$ cat config.mk
export PLATFORM = sky130hd
export DESIGN_NAME = txq_space_fifo
export DESIGN_NICKNAME = d
export VERILOG_FILES = /design/src/rtl/txq_pkg.sv /design/src/rtl/txq_store.sv /design/src/rtl/txq_ctrl.sv /design/src/rtl/txq_mark.sv /design/src/rtl/txq_space_fifo.sv
export SDC_FILE = /design/constraint.sdc
export NUM_CORES = 2
export LEC_CHECK = 0
export BUFFER_PORTS_ARGS = -buffer_cell sky130_fd_sc_hd__buf_2
export CORE_MARGIN = 5
export CORE_UTILIZATION = 30
export DETAILED_ROUTE_END_ITERATION = 8
export HOLD_SLACK_MARGIN = 0.03
export PLACE_DENSITY = 0.52
export SLEW_MARGIN = 20
export SYNTH_ARGS = -nofsm -noshare
export SYNTH_HDL_FRONTEND = slang
export SYNTH_SLANG_ARGS = --single-unit
$ cat constraint.sdc
create_clock -name clk -period 6.7 [get_ports clk]
set_input_delay 0.67 -clock clk [delete_from_list [all_inputs] [get_ports clk]]
set_output_delay 0.67 -clock clk [all_outputs]
set_load 0.02 [all_outputs]
$ cat src/rtl/txq_pkg.sv
package txq_pkg;
    typedef enum logic [1:0] {
        Q_EMPTY = 2'd0,
        Q_PART  = 2'd1,
        Q_FULL  = 2'd2
    } q_state_e;
endpackage

$ cat src/rtl/txq_store.sv
module txq_store #(
    parameter int DEPTH = 256,
    parameter int DW    = 8,
    localparam int AW   = $clog2(DEPTH)
) (
    input  logic          clk,
    input  logic          rst_n,
    input  logic          we,
    input  logic [AW-1:0] waddr,
    input  logic [DW-1:0] wdata,
    input  logic          re_ok,
    input  logic          re_bad,
    input  logic [AW-1:0] raddr,
    output logic [DW-1:0] rd_data
);
    logic [DW-1:0] mem [DEPTH];

    always_ff @(posedge clk) begin
        if (we) mem[waddr] <= wdata;
    end

    // Zero is returned on an empty read; otherwise the last byte is held.
    always_ff @(posedge clk) begin
        if (!rst_n)      rd_data <= '0;
        else if (re_ok)  rd_data <= mem[raddr];
        else if (re_bad) rd_data <= '0;
    end
endmodule

$ cat src/rtl/txq_ctrl.sv
module txq_ctrl
    import txq_pkg::*;
#(
    parameter int DEPTH = 256,
    localparam int AW   = $clog2(DEPTH),
    localparam int CW   = AW + 1
) (
    input  logic          clk,
    input  logic          rst_n,
    input  logic          wr_req,
    input  logic          rd_req,
    output logic          we,
    output logic          re_ok,
    output logic          re_bad,
    output logic [AW-1:0] waddr,
    output logic [AW-1:0] raddr,
    output logic [CW-1:0] occ,
    output logic          ovf_pulse,
    output logic          udf_pulse
);
    localparam logic [CW-1:0] TOP_M1 = CW'(DEPTH - 1);
    localparam logic [CW-1:0] ONE    = CW'(1);

    q_state_e state, state_nx;
    logic acc_wr, acc_rd;

    assign acc_wr = wr_req && (state != Q_FULL);
    assign acc_rd = rd_req && (state != Q_EMPTY);
    assign we     = acc_wr;
    assign re_ok  = acc_rd;
    assign re_bad = rd_req && (state == Q_EMPTY);

    always_comb begin
        state_nx = state;
        unique case (state)
            Q_EMPTY: if (acc_wr) state_nx = Q_PART;                       // T_FIRST
            Q_PART: begin
                if (acc_wr && !acc_rd && occ == TOP_M1) state_nx = Q_FULL;   // T_TOP
                else if (acc_rd && !acc_wr && occ == ONE) state_nx = Q_EMPTY; // T_LAST
            end
            Q_FULL:  if (acc_rd) state_nx = Q_PART;                       // T_DROP
            default: state_nx = Q_EMPTY;
        endcase
    end

    always_ff @(posedge clk) begin
        if (!rst_n) state <= Q_EMPTY;
        else        state <= state_nx;
    end

    always_ff @(posedge clk) begin
        if (!rst_n) begin
            waddr     <= '0;
            raddr     <= '0;
            occ       <= '0;
            ovf_pulse <= 1'b0;
            udf_pulse <= 1'b0;
        end else begin
            if (acc_wr) waddr <= waddr + AW'(1);
            if (acc_rd) raddr <= raddr + AW'(1);
            if (acc_wr && !acc_rd)      occ <= occ + ONE;
            else if (acc_rd && !acc_wr) occ <= occ - ONE;
            ovf_pulse <= wr_req && (state == Q_FULL);
            udf_pulse <= rd_req && (state == Q_EMPTY);
        end
    end
endmodule

$ cat src/rtl/txq_mark.sv
module txq_mark #(
    parameter int DEPTH = 256,
    localparam int CW   = $clog2(DEPTH) + 1
) (
    input  logic [CW-1:0] occ,
    input  logic [CW-1:0] space_level,
    input  logic          irq_en,
    output logic [CW-1:0] free_cnt,
    output logic          space_avail,
    output logic          irq
);
    localparam logic [CW-1:0] FULLC = CW'(DEPTH);

    always_comb begin
        free_cnt    = FULLC - occ;
        space_avail = occ < space_level;
        irq         = space_avail && irq_en;
    end
endmodule

$ cat src/rtl/txq_space_fifo.sv
module txq_space_fifo #(
    parameter int DEPTH = 256,
    parameter int DW    = 8,
    localparam int AW   = $clog2(DEPTH),
    localparam int CW   = AW + 1
) (
    input  logic          clk,
    input  logic          rst_n,
    input  logic          wr_req,
    input  logic [DW-1:0] wr_data,
    input  logic          rd_req,
    output logic [DW-1:0] rd_data,
    input  logic [CW-1:0] space_level,
    input  logic          irq_en,
    output logic [CW-1:0] free_cnt,
    output logic          space_avail,
    output logic          irq,
    output logic          ovf_pulse,
    output logic          udf_pulse
);
    logic          we, re_ok, re_bad;
    logic [AW-1:0] waddr, raddr;
    logic [CW-1:0] occ;

    txq_ctrl #(.DEPTH(DEPTH)) u_ctrl (
        .clk(clk), .rst_n(rst_n), .wr_req(wr_req), .rd_req(rd_req),
        .we(we), .re_ok(re_ok), .re_bad(re_bad), .waddr(waddr), .raddr(raddr),
        .occ(occ), .ovf_pulse(ovf_pulse), .udf_pulse(udf_pulse)
    );

    txq_store #(.DEPTH(DEPTH), .DW(DW)) u_store (
        .clk(clk), .rst_n(rst_n), .we(we), .waddr(waddr), .wdata(wr_data),
        .re_ok(re_ok), .re_bad(re_bad), .raddr(raddr), .rd_data(rd_data)
    );

    txq_mark #(.DEPTH(DEPTH)) u_mark (
        .occ(occ), .space_level(space_level), .irq_en(irq_en),
        .free_cnt(free_cnt), .space_avail(space_avail), .irq(irq)
    );
endmodule

Word-level counts from Yosys, hierarchy flattened

Memories as Yosys holds them, arrays and structs flattened. A register that Yosys moved wholly into a read port is not among the register bits.
Index checks and enable logic that the tools add are counted.

Register bits after elaboration: 37
Memory bits (writable): 2048
Word-level logic and storage cells: 51
Memories: 1

$add $sub $neg: 5
Magnitude comparators: 1
Eq/ne operators: 8
Multiplexer cells: 13
Reduce and logical (&&, ||, !) cells: 16

Memory list:

| memory      | depth | width | read ports | clocked after Yosys merged registers in | write ports | RTL line        | text |
|---|---|---|---|---|---|---|---|
| u_store.mem | 256   | 8     | 1          | 1                                       | 1           | txq_store.sv:16 | `logic [DW-1:0] mem [DEPTH];` |

Operators by type and width:

| cell                | count |
|---|---|
| $mux 8              | 4 |
| $mux 9              | 2 |
| $add 8x1->8 const B | 2 |
| $add 9x1->9 const B | 1 |
| $eq 9x1->1 const B  | 1 |
| $eq 9x8->1 const B  | 1 |
| $logic_and 1x1->1   | 9 |
| $lt 9x9->1          | 1 |
| $sub 9x1->9 const B | 1 |
| $sub 9x9->9 const A | 1 |
| $mux 2              | 4 |
| $pmux 2 s3          | 1 |
| $reduce_bool 2->1   | 3 |
| $ne 2x1->1 const B  | 2 |
| $ne 3x1->1 const B  | 1 |
| $reduce_and 3->1    | 1 |
| $eq 2x1->1 const B  | 1 |
| $eq 2x2->1 const B  | 1 |
| $logic_not 1->1     | 2 |
| $logic_not 2->1     | 1 |
| $mux 1              | 2 |
| $ne 2x2->1 const B  | 1 |

Longest topological paths before layout

Depth after elaboration: 8
Gate-level depth with buffers: 13

Modules after synthesis

From an unflattened synthesis, not the netlist that was laid out.

Cell total of the unflattened synthesis: 4143
Area total of the unflattened synthesis: 82288.9 um2

By module, submodules not included:

| module    | times used | cells each | area each (um2) |
|---|---|---|---|
| txq_store | 1          | 3919       | 80454.7 |
| txq_ctrl  | 1          | 171        | 1463.9 |
| txq_mark  | 1          | 53         | 370.4 |

Worst setup path after synthesis

Ideal clock, no wire load.

Path type: input to output
From: in space_level[1]
To: out irq
Arrival time: 2.386 ns
Path slack: 3.644 ns
Stages on the path: 8
Path through: inv_1 > ha_1 > a21o_1 > a21o_1 > a21o_1 > a211oi_1 > o21bai_1 > a311oi_1

Cells in the longest elaborated chain, start to end: 2

Ends and longest elaborated chain:

| item              | RTL line             | text |
|---|---|---|
| start, declared   | txq_space_fifo.sv:13 | `input logic [CW-1:0] space_level,` |
| $lt 9x9->1        | txq_mark.sv:16       | `space_avail = occ < space_level;` |
| $logic_and 1x1->1 | txq_mark.sv:17       | `irq = space_avail && irq_en;` |
| end, declared     | txq_space_fifo.sv:17 | `output logic irq,` |

Every way passes these cells.

==> summary.md <==
| Metric | Value |
|---|---|
| CTS sink count | `2093` |
| Min-delay src | `rd_req` |
| H-tree depth | `4` |
| Layout Cells excl Fill | `7868` |
| Share of cells above drive strength 1 | `23.8%` |
| P&R area growth vs syn | `14.3%` |
| GP Congestion | `0.845` |
| Die Width | `533 um` |
| VDD IR-drop max | `219 uV` |
| Crit path DAT | `5030 ps` |
| Worst endpoint required time | `7490 ps` |
| CTS Buf Count | `210` |
| # setup viols final | `0` |
| WHS | `155 ps` |
| Initial antenna violation count | `7` |
| Post-CTS sizing | `0` |
| Synth area leaders | `edfxtp_1 75%, mux4_2 14%, mux2i_1 1.4%` |
| First-pass iteration count of the detailed router | `5` |
| Commonest non-fill, non-tap cell in the layout | `edfxtp_1` |
| CP max FO | `55` |
| Hold path depth | `2` |
| Fmax | `236 MHz` |
| Top-area cell type share of the netlist area | `75.0%` |
| Antenna violation net count after detailed routing | `0` |
| Slew Viols, Final | `0` |
| WL final | `240000 um` |
| First-pass GRT wire length | `335000 um` |
| CP Class | `register to register` |
| DR WL/cell | `30.5 um` |
| Worst r2r path cells | `9` |
| Synth Flop Type | `edfxtp_1` |
| Asr flop ratio synth | `0%` |
| Initial DRC count | `4752` |
| Mapped cell area | `82000 sq um` |
| GR Overflow Total | `0` |
| Clk root buf | `clkbuf_16` |
| Total track usage | `16.5%` |
| Number of port buffers | `42` |
| Worst Clk Skew | `83.2 ps` |
| Vias in the first global route | `41500` |
| Critical Path Start Type | `register` |
| Max_cap viols | `0` |
| CTS clk-pin slew, worst paths | `70 ps` |
| Seq/Total Area, Yosys | `76.1%` |
| Post-synth net total | `4018` |
| Library cells used by synthesis | `70` |
| Vias | `41100` |
| Tcrit/Tclk final | `63.3%` |
| CORE AREA | `273000 sq um` |
| # Post-CTS Setup Buffers | `0` |
| HP Class | `input pin to register` |
| Rel. slew slack | `18.0%` |
| Tmin final | `4240 ps` |
| FILL cells | `25400` |
| Largest net degree at the start of global routing | `183` |
| Final hold violation count | `0` |
| Register bit total from synthesis | `2093` |
| Number of flops mapped to enable cells by yosys | `2048` |
| Syn avg cell area | `20.6 sq um` |
| Mapped Cells | `3977` |
| Critical Path Sink Type | `register` |
| Warnings from Yosys | `0` |
| Leakage | `27.8 nW` |
| Cell taking the most area after synthesis | `edfxtp_1` |
| Clock Path Buffers | `3` |
| Row cnt | `192` |
| Initial Utilization | `30.1%` |
| PwrDens | `298 nW/um^2` |
| RSZ-0062 raised after global routing | `false` |
| Nets | `4134` |
| CTS Hold Bufs | `0` |
| Top Ports | `43` |
| Slew @ Worst Pin | `1220 ps` |
| Die Ht | `533 um` |
| Status | `completed` |
| RR Endpoint | `u_store.rd_data[0]` |
| Vias per cell | `5.22` |
| Most frequent cells in the layout | `2048 x edfxtp_1, 498 x mux4_2, 290 x nor2_1` |
| Reg2reg setup slack | `2460 ps` |
| WHS Endpoint | `u_ctrl.udf_pulse` |
| DIE AREA | `284000 sq um` |
| Placed Instances | `7470` |
| Setup TNS | `0 ps` |
| DRC Markers | `0` |
| Clk_lat worst skew | `890 ps` |
| Hpwl dp | `148000 um` |
| TritonCTS clock tree | `built` |
-- layer usage --
| metal | part of all wire (%) | global-route usage, % |
|---|---|---|
| met4 | 3.6 | 5.58 |
| met2 | 48 | 26.6 |
| met1 | 42 | 22.6 |
| met5 | 0.0029 | 0 |
| met3 | 6.8 | 3.03 |
-- kinds of logic (layout without fill, tap and decap cells) --
logic type                 Yosys count  after routing  synth area share (%)
other                                0              3                     0
AOI/OAI and AO/OA                  295            295                  2.46
buffers and inverters              266            565                  1.94
muxes                              633            633                  15.4
xor gates and xnor gates            24             24                 0.256
and+or+nand+nor                    647            647                  3.58
adders and majority gates           19             19                 0.290
DFF                               2093           2093                  76.1
-- cells in the mapped netlist, drive strengths merged (5+ instances only) --
cell type and n:
nand2b 17, nand2 115, a21boi 5, o22a 5
mux2 15, a211oi 22, ha 19, or4 5
or3 5, or2 7, nor2b 32, nor4 20
buf 147, a31oi 18, dfxtp 45, o22ai 55
edfxtp 2048, a22oi 50, clkbuf 93, nand3 45
mux4 501, a21oi 34, o21ai 42, a22o 9
a221oi 8, mux2i 117, nor3 36, and3 11
o211ai 8, nand4 8, inv 26, a21o 5
nor2 302, a2111oi 5, and2 34, xnor2 20
-- worst max-delay path, cell delays in order, from the launching register on --
cell	delay, ps
dfxtp_4	760
buf_12	300
buf_12	350
mux4_1	700
mux2i_1	350
mux4_2	320
inv_1	90
a221oi_1	730
nor2_1	120
a32o_1	280
-- flip-flops by register name (all words and copies together) (netlist names), named ones only --
name	cells
u_store.mem	2048
u_ctrl.occ	9
u_ctrl.raddr	8
u_ctrl.waddr	8
u_store.rd_data	8
u_ctrl.state	2
u_ctrl.ovf_pulse	1
u_ctrl.udf_pulse	1
-- stage by stage --
| stage | total power, mW | utilization [%] | setup slack [ps] | cell area [sq um] |
|---|---|---|---|---|
| floorplan | 15.4 | - | 3640 | 82000 |
| global placement | 15.9 | 31.6 | 2240 | 86300 |
| detailed placement | 15.9 | 31.7 | 2380 | 86400 |
| CTS | 28.2 | 34.3 | 2480 | 93700 |
| global route | 28.8 | 34.3 | 2390 | 93700 |
| finish | 28.0 | 34.3 | 2460 | 93700 |
-- area by class of cell --
type	instances	area, sq um	share of cell area, %
clock buffers	249	5460	5.83
repair buffers	144	1280	1.37
clock inverters	146	1840	1.97
multi-input cells	1618	18100	19.3
diodes	3	7.51	0.00801
inverters	26	98.8	0.105
well taps	3589	4490	4.79
flip-flops and latches	2093	62400	66.6
-- report_power, final --
| group | total, mW | leakage [nW] | internal [mW] | switching (mW) |
|---|---|---|---|---|
| clock | 12.4 | 3.50 | 7.12 | 5.24 |
| sequential | 14.4 | 18.8 | 14.4 | 0.0416 |
| combinational | 1.17 | 5.55 | 0.431 | 0.741 |
-- worst max path at each step --
stage / from / to / slack (ps) / depth (start not counted)
3_3_place_gp: register / u_store.rd_data[1] / 2240 / 9
4_1_cts: register / u_store.rd_data[0] / 2480 / 9
5_1_grt: register / u_store.rd_data[0] / 2390 / 9
6_report: register / u_store.rd_data[0] / 2460 / 9
3_5_place_dp: wr_req / u_store.mem[91][0] / 2380 / 5
2_1_floorplan: space_level[1] / irq / 3640 / 8
No activity file was read; power rests on OpenSTA's default activity.
